`src/rtl/bp_pkg.sv`:
```
// Shared helpers for the branch predictor.
// Assumes counter values fit in 32 bits.
package bp_pkg;

    // Saturating one-step move of a counter toward up (increment) or down.
    function automatic int unsigned sat_step(input int unsigned cur,
                                             input int unsigned top,
                                             input logic up);
        if (up)
            return (cur >= top) ? top : cur + 1;
        else
            return (cur == 0) ? 0 : cur - 1;
    endfunction

    // Weak not-taken value for a counter of the given width.
    function automatic int unsigned weak_not_taken(input int unsigned width);
        return (width <= 1) ? 0 : (1 << (width - 1)) - 1;
    endfunction

endpackage

```
`src/rtl/bp_dir_table.sv`:
```
// Direction table: one saturating counter per slot, selected by an index
// that the parent cuts from the PC. The read is combinational and the write
// happens at the clock edge, so a read sees state from before the write.
// Assumes CTR_W is 1 or 2.
module bp_dir_table #(
    parameter int IDX_W = 6,
    parameter int CTR_W = 2
) (
    input  logic             clk,
    input  logic             rst_n,
    input  logic [IDX_W-1:0] rd_idx,
    output logic             rd_taken,
    input  logic             wr_en,
    input  logic [IDX_W-1:0] wr_idx,
    input  logic             wr_taken
);
    localparam int DEPTH = 1 << IDX_W;
    localparam int unsigned CMAX = (1 << CTR_W) - 1;
    localparam logic [CTR_W-1:0] RST_VAL = CTR_W'(bp_pkg::weak_not_taken(CTR_W));

    logic [CTR_W-1:0] ctr_q [DEPTH];
    logic [CTR_W-1:0] ctr_nxt;

    // Next value of the counter being trained.
    always_comb ctr_nxt = CTR_W'(bp_pkg::sat_step(32'(ctr_q[wr_idx]), CMAX, wr_taken));

    // Prediction bit: the counter itself for 1 bit, its upper bit otherwise.
    generate
        if (CTR_W == 1) begin : g_one
            assign rd_taken = ctr_q[rd_idx][0];
        end else begin : g_multi
            assign rd_taken = ctr_q[rd_idx][CTR_W-1];
        end
    endgenerate

    // Counter storage with reset to the weak not-taken state.
    always_ff @(posedge clk) begin
        if (!rst_n) begin
            for (int i = 0; i < DEPTH; i++) ctr_q[i] <= RST_VAL;
        end else if (wr_en) begin
            ctr_q[wr_idx] <= ctr_nxt;
        end
    end

endmodule

```
`src/rtl/bp_target_buf.sv`:
```
// Target buffer: direct-mapped slots holding a valid bit, a tag and the
// target of a branch that went. Lookup is combinational. Only valid bits
// are reset; the tag and target matter only once the valid bit is set.
module bp_target_buf #(
    parameter int IDX_W = 4,
    parameter int TAG_W = 26,
    parameter int PC_W  = 32
) (
    input  logic             clk,
    input  logic             rst_n,
    input  logic [IDX_W-1:0] rd_idx,
    input  logic [TAG_W-1:0] rd_tag,
    output logic             rd_hit,
    output logic [PC_W-1:0]  rd_target,
    input  logic             wr_en,
    input  logic [IDX_W-1:0] wr_idx,
    input  logic [TAG_W-1:0] wr_tag,
    input  logic [PC_W-1:0]  wr_target
);
    localparam int DEPTH = 1 << IDX_W;

    logic             vld_q [DEPTH];
    logic [TAG_W-1:0] tag_q [DEPTH];
    logic [PC_W-1:0]  tgt_q [DEPTH];

    // Hit when the slot is valid and its tag matches the looked-up address.
    always_comb begin
        rd_hit    = vld_q[rd_idx] && (tag_q[rd_idx] == rd_tag);
        rd_target = tgt_q[rd_idx];
    end

    // Valid bits: cleared by reset, set when an entry is allocated.
    always_ff @(posedge clk) begin
        if (!rst_n) begin
            for (int i = 0; i < DEPTH; i++) vld_q[i] <= 1'b0;
        end else if (wr_en) begin
            vld_q[wr_idx] <= 1'b1;
        end
    end

    // Tag and target payload, written on allocation or refresh.
    always_ff @(posedge clk) begin
        if (wr_en) begin
            tag_q[wr_idx] <= wr_tag;
            tgt_q[wr_idx] <= wr_target;
        end
    end

endmodule

```
`src/rtl/branch_predictor.sv`:
```
// Fetch-side branch predictor. Combines a PC-indexed counter table with a
// tagged target buffer and turns wrong-guess updates into redirect requests.
// Assumes PCs are 4-byte aligned, and accepts at most one update per cycle.
module branch_predictor #(
    parameter int PC_W      = 32,
    parameter int DIR_IDX_W = 6,
    parameter int BTB_IDX_W = 4,
    parameter int CTR_W     = 2
) (
    input  logic            clk,
    input  logic            rst_n,
    input  logic [PC_W-1:0] fet_pc,
    output logic            pred_taken,
    output logic            pred_hit,
    output logic [PC_W-1:0] pred_target,
    output logic [PC_W-1:0] pred_next_pc,
    input  logic            upd_valid,
    input  logic [PC_W-1:0] upd_pc,
    input  logic            upd_taken,
    input  logic [PC_W-1:0] upd_target,
    input  logic            upd_mispredict,
    output logic            redirect_valid,
    output logic [PC_W-1:0] redirect_pc
);
    localparam int TAG_W = PC_W - 2 - BTB_IDX_W;
    localparam logic [PC_W-1:0] STEP = PC_W'(4);

    bp_dir_table #(.IDX_W(DIR_IDX_W), .CTR_W(CTR_W)) u_dir (
        .clk      (clk),
        .rst_n    (rst_n),
        .rd_idx   (fet_pc[DIR_IDX_W+1:2]),
        .rd_taken (pred_taken),
        .wr_en    (upd_valid),
        .wr_idx   (upd_pc[DIR_IDX_W+1:2]),
        .wr_taken (upd_taken)
    );

    bp_target_buf #(.IDX_W(BTB_IDX_W), .TAG_W(TAG_W), .PC_W(PC_W)) u_btb (
        .clk       (clk),
        .rst_n     (rst_n),
        .rd_idx    (fet_pc[BTB_IDX_W+1:2]),
        .rd_tag    (fet_pc[PC_W-1:BTB_IDX_W+2]),
        .rd_hit    (pred_hit),
        .rd_target (pred_target),
        .wr_en     (upd_valid && upd_taken),
        .wr_idx    (upd_pc[BTB_IDX_W+1:2]),
        .wr_tag    (upd_pc[PC_W-1:BTB_IDX_W+2]),
        .wr_target (upd_target)
    );

    // Next fetch address: follow the cached target only on a taken hit.
    always_comb pred_next_pc = (pred_taken && pred_hit) ? pred_target : fet_pc + STEP;

    // Redirect request with the correct continuation after a wrong guess.
    always_comb begin
        redirect_valid = upd_valid && upd_mispredict;
        redirect_pc    = upd_taken ? upd_target : upd_pc + STEP;
    end

endmodule

```
`config.mk`:
```
export PLATFORM = sky130hd
export DESIGN_NAME = branch_predictor
export DESIGN_NICKNAME = d
export VERILOG_FILES = /design/src/rtl/bp_pkg.sv /design/src/rtl/bp_dir_table.sv /design/src/rtl/bp_target_buf.sv /design/src/rtl/branch_predictor.sv
export SDC_FILE = /design/constraint.sdc
export NUM_CORES = 1
export LEC_CHECK = 0
export ABC_AREA = 1
export BUFFER_PORTS_ARGS = -buffer_cell sky130_fd_sc_hd__clkbuf_2
export CORE_AREA = 4 4 315 441
export DETAILED_ROUTE_END_ITERATION = 16
export DIE_AREA = 0 0 319 445
export HOLD_SLACK_MARGIN = 0.03
export PLACE_DENSITY_LB_ADDON = 0.3
export SLEW_MARGIN = 20
export SYNTH_ARGS = -nofsm -noshare
export SYNTH_HDL_FRONTEND = slang
export SYNTH_SLANG_ARGS = --single-unit
```
`constraint.sdc`:
```
create_clock -name clk -period 5.75 [get_ports clk]
set_clock_uncertainty 0.05 [all_clocks]
set_input_delay 0 -clock clk [delete_from_list [all_inputs] [get_ports clk]]
set_output_delay 0 -clock clk [all_outputs]
set_load 0.02 [all_outputs]
```
# --- Yosys cells after proc, flatten, opt, wreduce, memory -nomap -nowiden ---
# Memory sizes are Yosys's and may differ from the RTL's.
# Index checks and enable logic that the tools add are counted.
# Widths: inputs -> output; s select.
totals:
  reg_bits: 0
  ram_bits: 1072
  input_bits: 101
  out_inout_bits: 99
  word_cells: 36
  memories: 4
memory_table:
  columns: ["name", "words", "word_bits", "read_ports", "rd_ports_with_merged_regs", "wr", "line_no", "source"]
  rows:
  - ["u_btb.tgt_q", 16, 32, 1, 0, 1, "bp_target_buf.sv:24", "logic [PC_W-1:0] tgt_q [DEPTH];"]
  - ["u_btb.tag_q", 16, 26, 1, 0, 1, "bp_target_buf.sv:23", "logic [TAG_W-1:0] tag_q [DEPTH];"]
  - ["u_dir.ctr_q", 64, 2, 2, 0, 64, "bp_dir_table.sv:21", "logic [CTR_W-1:0] ctr_q [DEPTH];"]
  - ["u_btb.vld_q", 16, 1, 1, 0, 16, "bp_target_buf.sv:22", "logic vld_q [DEPTH];"]
classes:
  add_sub_neg: 4
  n_lt_le_gt_ge: 1
  n_eq_ne: 1
  mux: 19
  n_reduce_logical: 7
ops:
  columns: ["operator", "n"]
  rows:
  - ["$add 32x3->32 const B", 2]
  - ["$mux 32", 2]
  - ["$eq 26x26->1", 1]
  - ["$mux 1", 11]
  - ["$mux 2", 4]
  - ["$mux 6", 1]
  - ["$logic_and 1x1->1", 4]
  - ["$mux 4", 1]
  - ["$add 2x1->2 const B", 1]
  - ["$ge 2x2->1 const B", 1]
  - ["$logic_not 2->1", 1]
  - ["$reduce_or 2->1", 1]
  - ["$sub 2x1->2 const B", 1]
  - ["$reduce_or 1->1", 1]

# --- Longest topological paths before layout ---
# Gate-level depths: netlist of run 1.
depth:
  word_depth: 6
  mapped_depth: 22
  depth_no_buf: 19

# --- By module ---
# A second synthesis of run 1 with hierarchy kept.
hier_totals:
  hier_cells: 4692
  hier_area_um2: 48328.9
modules_own_cells:
  columns: ["module", "instances", "cells_each", "area_per_inst_um2", "seq_area_each_um2"]
  rows:
  - ["bp_target_buf", 1, 3126, 38226.7, 28187.0]
  - ["bp_dir_table", 1, 1017, 7672.4, 3843.7]
  - ["branch_predictor", 1, 549, 2429.8, 0.0]

# --- Worst setup path after synthesis of run 1 ---
# No wires, ideal clock.
synth_timing:
  kind: "in2reg"
  from: "input port upd_pc[2]"
  to: "memory u_btb.tag_q[0][0] (enable)"
  setup_time_ns: 0.548
  arrival_ns: 4.914
  required_time_ns: 5.152
  path_slack_ns: 0.238
  path_stages: 7
  n_path_buf: 3
  cell_sequence: "buf_4 > inv_2 > buf_2 > clkbuf_1 > ha_1 > nand2_1 > nor3_1"
synth_lines:
  columns: ["item", "line_no", "source"]
  rows:
  - ["start: declaration", "branch_predictor.sv:18", "input logic [PC_W-1:0] upd_pc,"]
  - ["end: declaration", "bp_target_buf.sv:23", null]
# No word-level cell before the write port.

# --- Worst setup path after layout of run 1 ---
layout_timing:
  from: "input port fet_pc[2]"
  to: "output port pred_next_pc[6]"
layout_via:
  elab_chain_cells: 5
  elab_cells_between_ends: 9
  cone_classes: "add/sub (1); eq/ne (1); mux (1); reduce/logical (2); memory (4)"
layout_lines:
  columns: ["item", "line_no", "source"]
  rows:
  - ["start: declaration", "branch_predictor.sv:12", "input logic [PC_W-1:0] fet_pc,"]
  - ["$mem_v2 16x26", null, null]
  - ["$eq 26x26->1", "bp_target_buf.sv:28", "rd_hit = vld_q[rd_idx] && (tag_q[rd_idx] == rd_tag);"]
  - ["$logic_and 1x1->1", "bp_target_buf.sv:28", null]
  - ["$logic_and 1x1->1", "branch_predictor.sv:52", "always_comb pred_next_pc = (pred_taken && pred_hit) ? pred_target : fet_pc + STEP;"]
  - ["$mux 32 *", "branch_predictor.sv:52", null]
  - ["end: declaration", "branch_predictor.sv:16", "output logic [PC_W-1:0] pred_next_pc,"]
# Every way passes the cells marked *; elsewhere a longest branch is shown, timed or not.

==> results of run 1 <==
## state kept, by name, indices dropped and copies added (netlist names)
signal	count
u_btb.vld_q	16
u_btb.tgt_q	512
u_btb.tag_q	416
u_dir.ctr_q	128
## worst reg2reg max path: cells and delay by family, from the launching register on
kind,cells,cell delay [ps]
AO/OA/AOI/OAI,4,980
buffers and inverters,2,590
flip-flops,1,370
AND/OR/NAND/NOR,5,650
## cells in the mapped netlist (all sizes together)
master / instances / area (um^2)
nand2: 1129 / 4240
edfxtp: 1056 / 31700
nor2: 618 / 2360
inv: 465 / 1750
nand3: 433 / 2180
o21ai: 393 / 1970
buf: 148 / 971
clkbuf: 110 / 413
o22ai: 86 / 538
o221ai: 53 / 464
a21oi: 48 / 240
xor2: 44 / 385
o211ai: 23 / 173
nor3: 21 / 136
dfxtp: 16 / 320
nand4: 13 / 87.6
ha: 5 / 62.6
o2111ai: 5 / 43.8
xnor2: 5 / 43.8
nor4: 4 / 25.0
a22oi: 3 / 22.5
nand3b: 3 / 35.0
and2: 2 / 12.5
o31ai: 2 / 15.0
a221oi: 1 / 8.76
and3: 1 / 6.26
o211a: 1 / 10.0
## power groups by stage
stage               clock network (mW)  logic, mW  registers, mW
global route                      7.05       1.75           8.71
CTS                               6.72       1.62           8.71
detailed placement                   0       1.57           8.88
floorplan                            0      0.887           8.88
global placement                     0       1.57           8.88
finish                            6.63       1.63           8.71
## how the worst max path moves through the flow
stage	end	start	slack, ps	cells after the start
floorplan	u_btb.tag_q[0][0]	upd_pc[2]	240	7
global placement	pred_next_pc[6]	fet_pc[2]	1790	18
detailed placement	pred_next_pc[6]	fet_pc[2]	1820	18
finish	pred_next_pc[6]	fet_pc[2]	1680	18
global route	pred_next_pc[6]	u_btb.tag_q[13][20]	1470	18
CTS	pred_next_pc[6]	u_btb.tag_q[3][15]	1690	16
## what timing repair did
action | in CTS | in global routing
endpoints found under the hold margin | 938 | 0
hold buffers | 64 | 0
resized for setup | 0 | 0
## metrics by stage
stage          utilization  hold slack, ps
3_5_place_dp         0.377             256
6_report             0.405            83.1
2_1_floorplan            -            48.9
5_1_grt              0.405            84.1
4_1_cts              0.405            42.9
3_3_place_gp         0.377             248
## metal layers
metal | track usage | vias to the layer above
met1 | 0.291 | 17789
li1 | - | 16260
met3 | 0.0321 | 305
met5 | 0 | -
met4 | 0.0928 | 4
met2 | 0.384 | 1548
## final cells by class
class / count / share of cell area
diodes: 6 / 0.000274
clock buffers: 128 / 0.0476
clock inverters: 56 / 0.0105
inverters: 465 / 0.0324
multi-input cells: 2893 / 0.241
flip-flops and latches: 1072 / 0.585
well taps: 1782 / 0.0407
repair buffers: 325 / 0.0424
## cell families (layout without fill, tap and decap cells)
| group | after synthesis | after routing | synth area share |
|---|---|---|---|
| compound gates | 615 | 615 | 0.0723 |
| xor+xnor | 49 | 49 | 0.00890 |
| fa+ha+maj | 5 | 5 | 0.00130 |
| buf+inv | 723 | 974 | 0.0649 |
| flops | 1072 | 1072 | 0.664 |
| other cells | 0 | 6 | 0 |
| simple gates | 2224 | 2224 | 0.188 |
==> run_results.csv, run 1 <==
group,metric,value,unit
status,outcome,"finished clean",
sta,hold_viol,0,
setup_path,r2r-start,"u_dir.ctr_q[42][1]",
cells_and_area,num-fill-cells,12991,
place,place_ws,1820,ps
sta,tightestPinTransition,1180,ps
floorplan,rows,160,
logic_synthesis,syn_nets,4794,
logic_synthesis,synth-seq-area-share,0.664,
setup_path,r2r_slack,2840,ps
logic_synthesis,yosysWarnings,0,
clocking,ctsLongestPathBuffers,3,
cells_and_area,nNetsFinal,4963,
sta,setup_slack,1680,ps
routing,drc,0,
routing,wl,166,mm
power,finalPower,17.0,mW
setup_path,critical_path_class,"input pin to output port",
sta,report.final.slew_viol_count,0,
worst_hold_path,hold_class,"input pin to flop",
floorplan,die_h,445,um
power,p_int,12.7,mW
cells_and_area,regArea,32000,um^2
power,comb_power_share,0.096,
setup_path,critPathMaxStageDelay,680,ps
cells_and_area,final_cell_mix,"nand2_1 (1126), edfxtp_1 (1056), nor2_1 (594), inv_1 (434), nand3_1 (430)",
sta,setup_tns,0,ps
power,powerDensity,310,nW/um^2
routing,top_layer,"met5",
setup_path,required,5700,ps
logic_synthesis,syn_area,48200,um^2
routing,wl_met1,65.8,mm
cells_and_area,area_growth,13.5,%
clocking,numClockSinks,1072,
clocking,cts_tree,"built",
setup_path,crit-reg2reg-capture,"u_dir.ctr_q[3][0]",
global_route,antenna_found_initial,13,
global_route,grt_usage,0.226,
clocking,cts-root-buf,"clkbuf_16",
routing,met3_length,12.2,mm
logic_synthesis,synth.distinct_cells,44,
run,maxCapViolations,0,
global_route,grt_pass1_vias,34244,
place,hpwl,99.9,mm
routing,wl_met2,80.6,mm
setup_path,worstRegToRegCells,11,
floorplan,core_area,135000,um^2
place,placedCellCount,6473,
place,dpl_cell_area,50900,um^2
sta,rsz0062_at_grt,"false",
power,net-switching-power,4.27,mW
clocking,postCtsSetupBuffers,0,
worst_hold_path,hold-path-endpoint,"u_btb.tag_q[1][9]",
clocking,worst_skew_pair.late_latency,720,ps
cells_and_area,multi_input_area,13200,um^2
routing,first_iter_violations,4056,
setup_path,critPathLaunchType,"input pin",
logic_synthesis,synth-seq-cells,1072,
logic_synthesis,syn_inst,4688,
routing,drt-wirelength-per-cell,24.6,um
floorplan,start_util,0.357,
clocking,cts_max_level,3,
clocking,cts_buffers,100,
power,swShare,0.251,
setup_path,crit_arrival,4020,ps
sta,setup_viol,0,
floorplan,chipWidth,319,um
sta,relSlewSlack,0.215,
place,portBuffers,199,
sta,max_freq,0.246,GHz
routing,route.vias.total,35906,
place,gp_congestion,0.963,
setup_path,crit_buf_inv,5,
global_route,grt_max_degree,217,
worst_hold_path,hold_path_depth,3,
sta,timing.final.crit_period,4070,ps
power,p_clk_frac,0.391,
sta,min_period_over_period,0.708,
logic_synthesis,synth.avg_cell_area,10.3,um^2
cells_and_area,postLayoutCellArea,54800,um^2
global_route,grt_pass1_wl,237,mm
cells_and_area,fin_cells,6727,
worst_hold_path,worstHoldStart,"upd_valid",
cells_and_area,drive_gt1_frac,0.0946,
cells_and_area,layout_commonest_cell,"nand2_1",
clocking,cts.reportedPaths.clkPinSlew,60,ps
setup_path,cp_cell_sequence,"buf_8 -> inv_16 -> buf_4 -> nand2_1 -> nand2_1 -> nand2_1 -> nand3_1 -> nand3_1 -> nand3_1 -> inv_1 -> nor2_1 -> nand2_1 -> nor2_1 -> nand2_1 -> nor2_4 -> nand3_1 -> nand2_1 -> clkbuf_2",
setup_path,critPathTopFamily,"simple AND/OR/NAND/NOR gates",
power,ir_drop,264,uV
routing,dr.pass1.iters,6,
setup_path,crit_fanout,216,
setup_path,crit_top_cell,"nand2_1",
routing,drtAntennaViolNets,0,
power,p_leak,20.5,nW
routing,routed_via_density,5.34,
global_route,grt_overflow_total,0,
floorplan,dieArea,142000,um^2
setup_path,end_kind,"output port",
power,p_seq_frac,0.513,
floorplan,io_pins,200,
setup_path,cp_slowest_cell,"nor2_4",
(Power assumes the default switching activity.)
==> run 2, diff against run 1 <==
- clock period: 5.75 -> 3.51 ns (I/O delays scaled with it)
==> run 2 against run 1 <==
Compared with the run above: clock power is 58% higher; sequential power is 64% higher; critical path depth is 4 lower; worst hold slack better by 17 ps; die area stayed put; final area is 1.1% higher; flip-flop and latch count stayed put; wire length is 1.7% lower; global-route usage is 0.29 points lower; critical path type unchanged; largest power group unchanged; highest routed layer unchanged.
==> run_results.csv, run 2 (same netlist as run 1, synthesis figures left out) <==
group,metric,value,unit
global_route,grt_usage,0.223,
cells_and_area,area_growth,14.8,%
setup_path,worstRegToRegCells,11,
sta,max_freq,0.303,GHz
global_route,grt_overflow_total,0,
clocking,worst_skew_pair.late_latency,720,ps
worst_hold_path,worstHoldStart,"upd_taken",
sta,relSlewSlack,0.301,
sta,min_period_over_period,0.942,
routing,wl,163,mm
global_route,grt_max_degree,126,
floorplan,core_area,135000,um^2
sta,report.final.slew_viol_count,0,
setup_path,crit_fanout,10,
place,hpwl,101,mm
clocking,cts-root-buf,"clkbuf_16",
status,outcome,"finished clean",
setup_path,critPathMaxStageDelay,530,ps
cells_and_area,reg_top3,"u_btb.tgt_q x512, u_btb.tag_q x416, u_dir.ctr_q x128",
worst_hold_path,hold_path_depth,5,
global_route,antenna_found_initial,23,
routing,route.vias.total,36042,
setup_path,r2r_slack,1060,ps
floorplan,start_util,0.357,
clocking,cts_max_level,3,
setup_path,r2r-start,"u_dir.ctr_q[41][1]",
sta,hold_viol,0,
place,place_ws,425,ps
setup_path,end_kind,"output port",
place,portBuffers,199,
setup_path,cp_cell_sequence,"dlygate4sd3_1 -> clkbuf_2 -> nand2_1 -> inv_1 -> nand2_1 -> nor3_1 -> nand2_1 -> nor4_1 -> nand3_1 -> nor2_1 -> xor2_1 -> nand2_1 -> nand2_1 -> clkbuf_2",
setup_path,critPathTopFamily,"simple AND/OR/NAND/NOR gates",
clocking,numClockSinks,1072,
routing,first_iter_violations,3926,
place,gp_congestion,0.954,
sta,tightestPinTransition,1040,ps
cells_and_area,nNetsFinal,5023,
worst_hold_path,hold-path-endpoint,"u_btb.vld_q[2]",
power,p_leak,20.8,nW
routing,top_layer,"met5",
setup_path,critical_path_class,"input pin to output port",
floorplan,rows,160,
sta,rsz0062_at_grt,"false",
power,powerDensity,496,nW/um^2
setup_path,required,3460,ps
floorplan,dieArea,142000,um^2
setup_path,critPathLaunchType,"input pin",
sta,setup_viol,0,
global_route,grt_pass1_vias,34964,
power,ir_drop,388,uV
setup_path,crit_buf_inv,4,
routing,drtAntennaViolNets,0,
setup_path,cp_slowest_cell,"dlygate4sd3_1",
clocking,cts_buffers,101,
routing,met3_length,13.0,mm
routing,dr.pass1.iters,7,
cells_and_area,postLayoutCellArea,55400,um^2
routing,wl_met1,63.8,mm
routing,routed_via_density,5.31,
sta,setup_slack,205,ps
cells_and_area,registers.top_by_ff_count,"u_btb.tgt_q",
clocking,cts_tree,"built",
power,finalPower,27.5,mW
setup_path,crit-reg2reg-capture,"u_dir.ctr_q[58][0]",
floorplan,chipWidth,319,um
worst_hold_path,hold_class,"input pin to flop",
clocking,ctsLongestPathBuffers,3,
floorplan,die_h,445,um
routing,drc,0,
place,dpl_cell_area,51600,um^2
cells_and_area,drive_gt1_frac,0.105,
cells_and_area,final_cell_mix,"nand2_1 (1124), edfxtp_1 (1056), nor2_1 (594), inv_1 (434), nand3_1 (430)",
setup_path,crit_top_cell,"nand2_1",
run,maxCapViolations,0,
routing,drt-wirelength-per-cell,24.0,um
cells_and_area,layout_commonest_cell,"nand2_1",
sta,timing.final.crit_period,3310,ps
floorplan,io_pins,200,
routing,wl_met2,78.2,mm
cells_and_area,largest_reg_flops,512,
global_route,grt_pass1_wl,235,mm
sta,hold_slack,99.7,ps
clocking,cts.reportedPaths.clkPinSlew,60,ps
setup_path,crit_arrival,3260,ps
## run 2: metrics by stage
stage           util  setup TNS, ps  instances
3_5_place_dp   0.382              0       6529
4_1_cts        0.409              0       6770
2_1_floorplan      -        -175920       4688
6_report       0.410              0       6785
5_1_grt        0.410              0       6778
3_3_place_gp   0.382              0       6529
## run 2: power by group
part | switching [mW] | internal [mW] | leakage, nW | total [mW]
clock | 4.85 | 5.64 | 1.50 | 10.5
sequential | 0.0442 | 14.2 | 9.63 | 14.3
combinational | 2.03 | 0.678 | 9.69 | 2.71
## run 2: worst max-delay path by stage
| stage | start | end | slack, ps | cells after the start |
|---|---|---|---|---|
| after floorplan | upd_pc[2] | u_btb.tag_q[12][0] | -410 | 7 |
| after global placement | fet_pc[2] | pred_next_pc[30] | 420 | 19 |
| after detailed placement | fet_pc[2] | pred_next_pc[6] | 420 | 18 |
| after CTS | u_btb.tag_q[6][4] | pred_next_pc[6] | 90 | 16 |
| after global routing | u_btb.tag_q[0][14] | pred_next_pc[15] | 4 | 17 |
| final | upd_pc[6] | redirect_pc[29] | 200 | 14 |
## run 2: tightest hold or removal path, cell delays in order
cell and delay [ps]:
clkbuf_2 130, nand2_1 310, inv_1 180, nand2_1 120
o22ai_1 70
## run 2: cell type report
cell class / instances / area [um^2]
multi-input cells: 2893 / 13200
diodes: 11 / 27.5
clock inverters: 54 / 459
inverters: 465 / 1780
well taps: 1782 / 2230
fillers: 12908 / 79700
flip-flops and latches: 1072 / 32000
clock buffers: 124 / 2640
repair buffers: 384 / 2990
## run 2: repair_timing
| item | in CTS | in global routing |
|---|---|---|
| setup endpoints to repair | 0 | 18 |
| resized for setup | 0 | 4 |
| hold endpoints to repair | 973 | 0 |
| buffers inserted | 0 | 4 |
| hold buffers | 63 | 0 |
## run 2: metal layers
layer	vias up	global-route usage
met4	10	0.0985
li1	16381	-
met1	17690	0.285
met2	1621	0.374
met3	340	0.0376
met5	-	0
